File: config.mk
export PLATFORM = sky130hd
export DESIGN_NAME = spu_host_seq
export DESIGN_NICKNAME = d
export VERILOG_FILES = /design/src/rtl/spu_pkg.sv /design/src/rtl/spu_parity.sv /design/src/rtl/spu_reply_dec.sv /design/src/rtl/spu_frame_fmt.sv /design/src/rtl/spu_host_seq.sv
export SDC_FILE = /design/constraint.sdc
export NUM_CORES = 1
export LEC_CHECK = 0
export ABC_CLOCK_PERIOD_IN_PS = 3100
export BUFFER_PORTS_ARGS = -buffer_cell sky130_fd_sc_hd__buf_2
export CAP_MARGIN = 10
export CORE_MARGIN = 10
export CORE_UTILIZATION = 40
export CTS_BUF_LIST = sky130_fd_sc_hd__clkbuf_2 sky130_fd_sc_hd__clkbuf_4 sky130_fd_sc_hd__clkbuf_8
export CTS_CLUSTER_DIAMETER = 50
export DETAILED_ROUTE_END_ITERATION = 10
export GPL_TIMING_DRIVEN = 0
export PLACE_DENSITY = 0.58
export SLEW_MARGIN = 20
export SYNTH_ARGS = -nofsm -noshare
export SYNTH_HDL_FRONTEND = slang
export SYNTH_HIERARCHICAL = 1
export SYNTH_SLANG_ARGS = --single-unit
File: constraint.sdc
create_clock -name clk -period 3.1 [get_ports clk]
set_input_delay 0.155 -clock clk [delete_from_list [all_inputs] [get_ports clk]]
set_output_delay 0.155 -clock clk [all_outputs]
set_load 0.005 [all_outputs]
File: src/rtl/spu_pkg.sv
package spu_pkg;
    localparam int FRAME_W = 16;
    localparam int DATA_W  = 8;
    localparam int CONF_W  = FRAME_W - 2;

    // frame bit positions (device decodes these)
    localparam int B_WRITE = 15;
    localparam int B_CONF  = 14;
    localparam int B_RXRDY = 15;
    localparam int B_TXEMP = 14;
    localparam int B_SHDN  = 12;
    localparam int B_TXDIS = 10;
    localparam int B_FERR  = 10;
    localparam int B_RTS   = 9;
    localparam int B_CTS   = 9;
    localparam int B_PAR   = 8;

    typedef enum logic [1:0] {PH_IDLE, PH_WAIT, PH_EVAL} phase_e;
    typedef enum logic [2:0] {FR_CFG, FR_RTS, FR_RD, FR_TX, FR_SHDN} frame_e;
endpackage

File: src/rtl/spu_parity.sv
module spu_parity #(
    parameter int DATA_W = 8
) (
    input  logic [DATA_W-1:0] data,
    input  logic              short_word,
    input  logic              odd,
    output logic              par
);
    logic [DATA_W-1:0] keep;

    for (genvar i = 0; i < DATA_W; i++) begin : g_mask
        if (i == DATA_W - 1) begin : g_top
            assign keep[i] = data[i] & ~short_word;
        end else begin : g_low
            assign keep[i] = data[i];
        end
    end

    assign par = odd ^ (^keep);
endmodule

File: src/rtl/spu_reply_dec.sv
module spu_reply_dec
    import spu_pkg::*;
(
    input  logic [FRAME_W-1:0] reply,
    input  logic               short_word,
    input  logic               par_en,
    input  logic               par_odd,
    output logic               rx_rdy,
    output logic               tx_empty,
    output logic               cts_bit,
    output logic [DATA_W-1:0]  ch,
    output logic               frame_err,
    output logic               parity_err
);
    logic exp_par;
    logic unused_bits;

    assign unused_bits = ^reply[13:11];
    assign rx_rdy      = reply[B_RXRDY];
    assign tx_empty    = reply[B_TXEMP];
    assign cts_bit     = reply[B_CTS];
    assign ch          = reply[DATA_W-1:0] & {~short_word, {(DATA_W-1){1'b1}}};
    assign frame_err   = reply[B_FERR];

    spu_parity #(.DATA_W(DATA_W)) u_chk (
        .data       (ch),
        .short_word (short_word),
        .odd        (par_odd),
        .par        (exp_par)
    );

    // framing error suppresses the parity check
    assign parity_err = par_en & ~frame_err & (exp_par != reply[B_PAR]);
endmodule

File: src/rtl/spu_frame_fmt.sv
module spu_frame_fmt
    import spu_pkg::*;
(
    input  logic [CONF_W-1:0]  cfg_w,
    input  logic               rts_lvl,
    input  logic [DATA_W-1:0]  tx_ch,
    input  logic               tx_par,
    input  logic               par_en,
    output logic [FRAME_W-1:0] f_cfg,
    output logic [FRAME_W-1:0] f_rts,
    output logic [FRAME_W-1:0] f_rd,
    output logic [FRAME_W-1:0] f_tx,
    output logic [FRAME_W-1:0] f_shdn
);
    always_comb begin
        f_cfg            = {2'b11, cfg_w};

        f_rts            = '0;
        f_rts[B_WRITE]   = 1'b1;
        f_rts[B_TXDIS]   = 1'b1;
        f_rts[B_RTS]     = rts_lvl;

        f_rd             = '0;

        f_tx             = '0;
        f_tx[B_WRITE]    = 1'b1;
        f_tx[B_RTS]      = rts_lvl;
        f_tx[B_PAR]      = par_en & tx_par;
        f_tx[DATA_W-1:0] = tx_ch;

        f_shdn           = '0;
        f_shdn[B_WRITE]  = 1'b1;
        f_shdn[B_CONF]   = 1'b1;
        f_shdn[B_SHDN]   = 1'b1;
    end
endmodule

File: src/rtl/spu_host_seq.sv
module spu_host_seq
    import spu_pkg::*;
(
    input  logic                clk,
    input  logic                rst_n,
    input  logic                cfg_req,
    input  logic [CONF_W-1:0]   cfg_word,
    input  logic                rts_req,
    input  logic                rts_level,
    input  logic                par_en,
    input  logic                par_odd,
    input  logic                seven_bit,
    input  logic                rx_en,
    input  logic                poll_tick,
    input  logic                dev_irq,
    input  logic                stop_req,
    input  logic                shdn_req,
    input  logic                tx_valid,
    input  logic [DATA_W-1:0]   tx_data,
    output logic                tx_ready,
    input  logic                xchar_req,
    input  logic [DATA_W-1:0]   xchar_data,
    output logic                xfer_req,
    output logic [FRAME_W-1:0]  xfer_tx,
    input  logic                xfer_done,
    input  logic [FRAME_W-1:0]  xfer_rx,
    output logic                rx_valid,
    output logic [DATA_W-1:0]   rx_data,
    output logic                rx_frame_err,
    output logic                rx_parity_err,
    output logic                cts,
    output logic                cts_change
);
    typedef struct packed {
        phase_e              ph;
        frame_e              fr;
        logic                req;
        logic [FRAME_W-1:0]  tx_frame;
        logic [FRAME_W-1:0]  reply;
        logic                cfg_p;
        logic [CONF_W-1:0]   cfg_w;
        logic                rts_p;
        logic                rts_lvl;
        logic                x_p;
        logic [DATA_W-1:0]   x_ch;
        logic                kick_p;
        logic                shdn_p;
        logic                rxv;
        logic [DATA_W-1:0]   rxd;
        logic                fe;
        logic                pe;
        logic                cts;
        logic                cts_chg;
    } seq_t;

    seq_t q, d;

    logic [DATA_W-1:0]  tx_sel, tx_ch;
    logic               tx_par;
    logic [FRAME_W-1:0] f_cfg, f_rts, f_rd, f_tx, f_shdn;
    logic               dec_rx_rdy, dec_tx_empty, dec_cts, dec_fe, dec_pe;
    logic [DATA_W-1:0]  dec_ch;
    logic               go, pass, loop_go;
    frame_e             go_fr, first_fr;

    // priority control character wins the byte slot
    assign tx_sel = q.x_p ? q.x_ch : tx_data;
    assign tx_ch  = tx_sel & {~seven_bit, {(DATA_W-1){1'b1}}};

    spu_parity #(.DATA_W(DATA_W)) u_txpar (
        .data       (tx_ch),
        .short_word (seven_bit),
        .odd        (par_odd),
        .par        (tx_par)
    );

    spu_frame_fmt u_fmt (
        .cfg_w   (q.cfg_w),
        .rts_lvl (q.rts_lvl),
        .tx_ch   (tx_ch),
        .tx_par  (tx_par),
        .par_en  (par_en),
        .f_cfg   (f_cfg),
        .f_rts   (f_rts),
        .f_rd    (f_rd),
        .f_tx    (f_tx),
        .f_shdn  (f_shdn)
    );

    spu_reply_dec u_dec (
        .reply      (q.reply),
        .short_word (seven_bit),
        .par_en     (par_en),
        .par_odd    (par_odd),
        .rx_rdy     (dec_rx_rdy),
        .tx_empty   (dec_tx_empty),
        .cts_bit    (dec_cts),
        .ch         (dec_ch),
        .frame_err  (dec_fe),
        .parity_err (dec_pe)
    );

    always_comb begin
        d          = q;
        d.rxv      = 1'b0;
        d.cts_chg  = 1'b0;
        tx_ready   = 1'b0;
        go         = 1'b0;
        pass       = 1'b0;
        go_fr      = FR_RD;
        first_fr   = q.cfg_p ? FR_CFG : (q.rts_p ? FR_RTS : FR_RD);
        loop_go    = !stop_req && (dec_rx_rdy || q.x_p || tx_valid);

        unique case (q.ph)
            PH_IDLE: begin
                if (q.shdn_p) begin
                    go    = 1'b1;
                    go_fr = FR_SHDN;
                end else if (!stop_req &&
                             (q.kick_p || q.cfg_p || q.rts_p || q.x_p || tx_valid)) begin
                    go    = 1'b1;
                    go_fr = first_fr;
                    pass  = 1'b1;
                end
            end
            PH_WAIT: begin
                if (xfer_done) begin
                    d.reply = xfer_rx;
                    d.req   = 1'b0;
                    d.ph    = PH_EVAL;
                end
            end
            PH_EVAL: begin
                d.ph = PH_IDLE;
                if (q.fr == FR_RTS || q.fr == FR_RD || q.fr == FR_TX) begin
                    if (dec_rx_rdy && rx_en) begin
                        d.rxv = 1'b1;
                        d.rxd = dec_ch;
                        d.fe  = dec_fe;
                        d.pe  = dec_pe;
                    end
                    if (dec_cts != q.cts) begin
                        d.cts     = dec_cts;
                        d.cts_chg = 1'b1;
                    end
                end
                unique case (q.fr)
                    FR_CFG: begin
                        go    = 1'b1;
                        go_fr = q.rts_p ? FR_RTS : FR_RD;
                    end
                    FR_RTS: begin
                        go    = 1'b1;
                        go_fr = FR_RD;
                    end
                    FR_RD: begin
                        if (dec_tx_empty && (q.x_p || tx_valid)) begin
                            go       = 1'b1;
                            go_fr    = FR_TX;
                            tx_ready = !q.x_p;
                        end else if (loop_go) begin
                            go    = 1'b1;
                            go_fr = first_fr;
                            pass  = 1'b1;
                        end
                    end
                    FR_TX: begin
                        if (loop_go) begin
                            go    = 1'b1;
                            go_fr = first_fr;
                            pass  = 1'b1;
                        end
                    end
                    default: ;
                endcase
            end
            default: d.ph = PH_IDLE;
        endcase

        if (go) begin
            d.ph  = PH_WAIT;
            d.req = 1'b1;
            d.fr  = go_fr;
            unique case (go_fr)
                FR_CFG:  begin d.tx_frame = f_cfg;  d.cfg_p  = 1'b0; end
                FR_RTS:  begin d.tx_frame = f_rts;  d.rts_p  = 1'b0; end
                FR_TX:   begin d.tx_frame = f_tx;   d.x_p    = 1'b0; end
                FR_SHDN: begin d.tx_frame = f_shdn; d.shdn_p = 1'b0; end
                default: d.tx_frame = f_rd;
            endcase
        end
        if (pass) d.kick_p = 1'b0;

        // new requests are latched after the clears so none is lost
        if (poll_tick || dev_irq) d.kick_p = 1'b1;
        if (cfg_req) begin
            d.cfg_p = 1'b1;
            d.cfg_w = cfg_word;
        end
        if (rts_req && (rts_level != q.rts_lvl)) begin
            d.rts_lvl = rts_level;
            d.rts_p   = 1'b1;
        end
        if (xchar_req) begin
            d.x_p  = 1'b1;
            d.x_ch = xchar_data;
        end
        if (shdn_req) d.shdn_p = 1'b1;
    end

    always_ff @(posedge clk) begin
        if (!rst_n) q <= '0;
        else        q <= d;
    end

    assign xfer_req      = q.req;
    assign xfer_tx       = q.tx_frame;
    assign rx_valid      = q.rxv;
    assign rx_data       = q.rxd;
    assign rx_frame_err  = q.fe;
    assign rx_parity_err = q.pe;
    assign cts           = q.cts;
    assign cts_change    = q.cts_chg;
endmodule

Word level (Yosys, flattened, before mapping)

Cells that the tools add are included.

Eq/ne operators: 14
Muxes and demuxes: 44
Bitwise gates (word level): 13
Reduce and logical (&&, ||, !) cells: 46

Operators by type and width:

| operator           | count |
|---|---|
| $pmux 16 s4        | 1 |
| $mux 1             | 23 |
| $reduce_bool 2->1  | 11 |
| $mux 21            | 1 |
| $and 8x8->8        | 2 |
| $reduce_and 2->1   | 8 |
| $reduce_xor 8->1   | 2 |
| $mux 15            | 1 |
| $mux 3             | 5 |
| $mux 11            | 1 |
| $logic_or 1x1->1   | 10 |
| $eq 3x2->1 const B | 3 |
| $mux 9             | 1 |
| $pmux 3 s3         | 1 |
| $reduce_and 3->1   | 3 |
| $mux 8             | 1 |
| $eq 3x1->1 const B | 2 |
| $logic_not 3->1    | 2 |
| $mux 2             | 3 |
| $pmux 1 s2         | 3 |
| $pmux 3 s2         | 1 |
| $and 1x1->1        | 5 |
| $logic_and 1x1->1  | 5 |
| $ne 2x2->1 const B | 2 |
| other kinds (12)   | 20 |

Flip-flop bits (word level): 79
Input port bits: 62
Output and inout port bits: 31
Word-level logic and storage cells: 137

Depth between registers and ports, before layout

Depth in word-level cells: 12
Depth in mapped cells: 10
Mapped depth without buffers: 8

Hierarchy

Netlist, hierarchy kept.

Modules (own cells, without submodules):

| module        | times used | cells an instance | area each (µm²) | seq. area each (µm²) |
|---|---|---|---|---|
| spu_host_seq  | 1          | 416               | 3814.9          | 1581.5 |
| spu_frame_fmt | 1          | 82                | 606.8           | 0.0 |
| spu_parity    | 2          | 8                 | 88.8            | 0.0 |
| spu_reply_dec | 1          | 14                | 110.1           | 0.0 |

Least setup slack after synthesis

OpenSTA, ideal clock, no wires.

Path type: flip-flop to flip-flop
From: register q[23] (netlist name)
To: register q (netlist bit xfer_tx[8])
Library setup time: 0.132 ns
Data arrival time: 2.209 ns
Data required time: 2.968 ns
Setup slack: 0.760 ns
Cell stages (with the launch flop): 9
Path buffers: 1
Clock period less this slack: 2.340 ns
Cell sequence: dfxtp_1 buf_1 mux2_2 xnor2_1 xnor3_1 xnor2_1 and2_1 a221oi_1 a31oi_1

Elaborated cells on any way between the ends: 31
Classes of those cells: eq/ne (3); mux (14); bitwise (4); reduce/logical (10)

RTL lines:

| element                  | line                | source |
|---|---|---|
| start: declaration       | spu_host_seq.sv:56  | `seq_t q, d;` |
| start signal: assignment | spu_host_seq.sv:212 | `if (!rst_n) q <= '0;` |
| start signal: assignment | spu_host_seq.sv:213 | `else q <= d;` |
| $mux 8                   | spu_host_seq.sv:67  | `assign tx_sel = q.x_p ? q.x_ch : tx_data;` |
| $and 8x8->8              | spu_host_seq.sv:68  | `assign tx_ch = tx_sel & {~seven_bit, {(DATA_W-1){1'b1}}};` |
| named net tx_ch[3]       | spu_host_seq.sv:58  | `logic [DATA_W-1:0] tx_sel, tx_ch;` |
| $reduce_xor 8->1         | spu_parity.sv:19    | `assign par = odd ^ (^keep);` |
| $xor 1x1->1              | spu_parity.sv:19    |  |
| named net tx_par         | spu_host_seq.sv:59  | `logic tx_par;` |
| $and 1x1->1              | spu_frame_fmt.sv:28 | `f_tx[B_PAR] = par_en & tx_par;` |
| named net f_tx[8]        | spu_host_seq.sv:60  | `logic [FRAME_W-1:0] f_cfg, f_rts, f_rd, f_tx, f_shdn;` |
| $pmux 16 s4              | spu_host_seq.sv:184 | `unique case (go_fr)` |

The timed path passes the listed nets, and every way through them passes these cells.
A chain may end at the register's enable or synchronous reset.

Final worst setup path

Same ends and word-level chain as after synthesis.

==> results.cfg <==
[logic_synthesis]
mapped_cell_area_um2 = 4600
synth_cells = 516
syn-mean-instance-area_um2 = 8.92
yosys_warns = 6

[critical_path]
crit_start = q[23]
cp_slowest_cell = buf_1
cp_data_arrival_time_ns = 2.94
cp_num_buf_inv = 1
most_frequent_cell_on_critical_path = xnor2_1
maximum_net_fanout_on_the_critical_path = 10
crit_type = flop to flop
sequence_of_cells_on_the_critical_path = buf_1, mux2_2, xnor2_1, xnor3_1, xnor2_1, and2_1, a221oi_1, a31oi_1
critical-path-top-delay-family = XOR/XNOR gates
critPathLaunchType = flop
worstPathRequired_ns = 3.33
critPathCaptureType = flop
slowest_delay_ns = 0.43
worst_r2r_startpoint = q[23]

[grt]
globalRouteTotalUtil = 0.136
global_route.overflow_total = 0
first_global_vias = 3595
grt_first_pass_wirelength_um = 18000
antenna_found_initial = 0
largest_net_degree_at_the_start_of_global_routing = 13

[min_path]
min-delay-path-class = input port to flop
holdCritStartpoint = xfer_rx[1]

[pwr]
max-vdd-ir-drop_v = 0.000195
powerDensity_nw_per_um2 = 437
cellLeakagePower_uw = 0.00258
post-layout-total-power_uw = 2450

[die]
num_rows = 39
design.die.area_um2 = 16200
ioPinCount = 93
die_height_um = 127
floorplan.initialDensity = 0.407
core_um2 = 11300
die_x_um = 127

[timing]
min_period_ns = 2.71
max_freq_mhz = 369
tns_ns = 0
timing.final.hold_violations = 0
final_number_of_setup_violating_endpoints = 0
clock_skew_ns = 0.00795
relSlewSlack = 0.430
finalWorstSetupSlack_ns = 0.389
slew_violations = 0
setup_repair_after_global_routing_missed_its_margin = no
finalCritPeriodShare = 0.874
worst_slew_pin_slew_ns = 0.855

[place]
routabilityCongestion = 0.815
numPortBuffers = 86
dpl_cell_area_um2 = 5410
dpl_worst_slack_ns = 0.399
detailed_place_hpwl_um = 8560

[drt]
drt-initial-drc-count = 164
drt_drc_violations_left = 0
detail_route.first_pass.iterations = 4
ant_nets = 0
route.vias.total = 3578
post_drt_via_cell_ratio = 4.39
finalWirelength_um = 10900
wl_per_cell_um = 13.4

[clock_network]
holdBufCountCts = 1
clockRootBuffer = clkbuf_8
clk_latency_ns = 0.36
cts_post_setup_buffers_inserted = 0
clock_sink_count = 76
cts-htree-levels = 3
clock_tree_from_tritoncts = built
numCtsBuffers = 9
cts.reportedPaths.clkPinSlew_ns = 0.08
cts-root-to-sink-buffers = 2
post_cts_resize_count = 0

[flow_run]
max_cap_viol_count = 0

[cells_and_area]
finish.net_count = 729
layout-drive-gt1-share = 0.365
antenna_cells_inserted = 0
stdcell_area_um2 = 5610
area_delta_synth_final_pct = 21.8

[status]
outcome = finished clean
[layer usage]
metal	GRT usage	vias up	share of wire
met5	0	-	0
met4	0.0543	0	0.016
met3	0.0335	12	0.053
met2	0.216	77	0.46
met1	0.174	1582	0.47
li1	-	1907	-
[power by group]
group	leakage (µW)	total, µW	switching [µW]	internal (µW)
Sequential	0.000624	1090	45.6	1050
Combinational	0.00186	627	281	347
Clock	0.0000982	730	378	352
Total	0.00258	2450	704	1750
[sequential cells by signal (all words and copies together), names as in the netlist]
name           flops
rx_data            8
xfer_req           1
rx_valid           1
rx_frame_err       1
cts                1
cts_change         1
q                 46
xfer_tx           16
rx_parity_err      1
[final timing paths]
path | to | slack (ns) | cells after the start
min reg2reg | q[55] | 0.47 | 2
min | q[42] | 0.03 | 3
max reg2reg | xfer_tx[8] | 0.39 | 8
max | xfer_tx[8] | 0.39 | 8
[placed cells by master, fill, tap and decap left out, drive strengths merged, types with 2 or more instances in the layout]
cell type / n
inv: 3
nand3: 3
nand3b: 2
o221ai: 2
a211oi: 4
mux2i: 36
xor2: 3
or2: 4
o21a: 5
xnor3: 2
or3: 2
and2: 2
a21boi: 16
nor3: 3
xnor2: 12
conb: 55
a22oi: 14
a221oi: 16
mux2: 7
nor3b: 5
dfxtp: 76
nor2b: 43
a21oi: 3
a31oi: 14
a22o: 3
nand2b: 3
nand2: 45
nor2: 15
clkinv: 3
clkbuf: 32
o21ai: 16
buf: 211
[through the flow]
stage	hold WS, ns	std cells	utilization
after detailed placement	0.370	798	0.478
after global placement	0.367	798	0.478
final	0.0334	815	0.496
after global routing	0.0346	815	0.496
after CTS	0.0171	815	0.496
after floorplan	0.279	569	-
[worst reg2reg max path: stages, from the launching register on]
cell and delay, ns:
dfxtp_1 0.39, buf_1 0.43, mux2_2 0.42, xnor2_1 0.18, xnor3_1 0.42, xnor2_1 0.16, and2_1 0.16, a221oi_1 0.28
a31oi_1 0.12
[area by class of cell]
class                           count  area [µm²]
Buffer                            145        1000
Sequential cell                    76        1520
Multi-Input combinational cell    345        2270
Clock buffer                       12         165
Inverter                            3        11.3
Tap cell                          143         179
Timing Repair Buffer               87         440
Clock inverter                      4        22.5
Fill cell                        1164        5710
(Power assumes the default switching activity.)
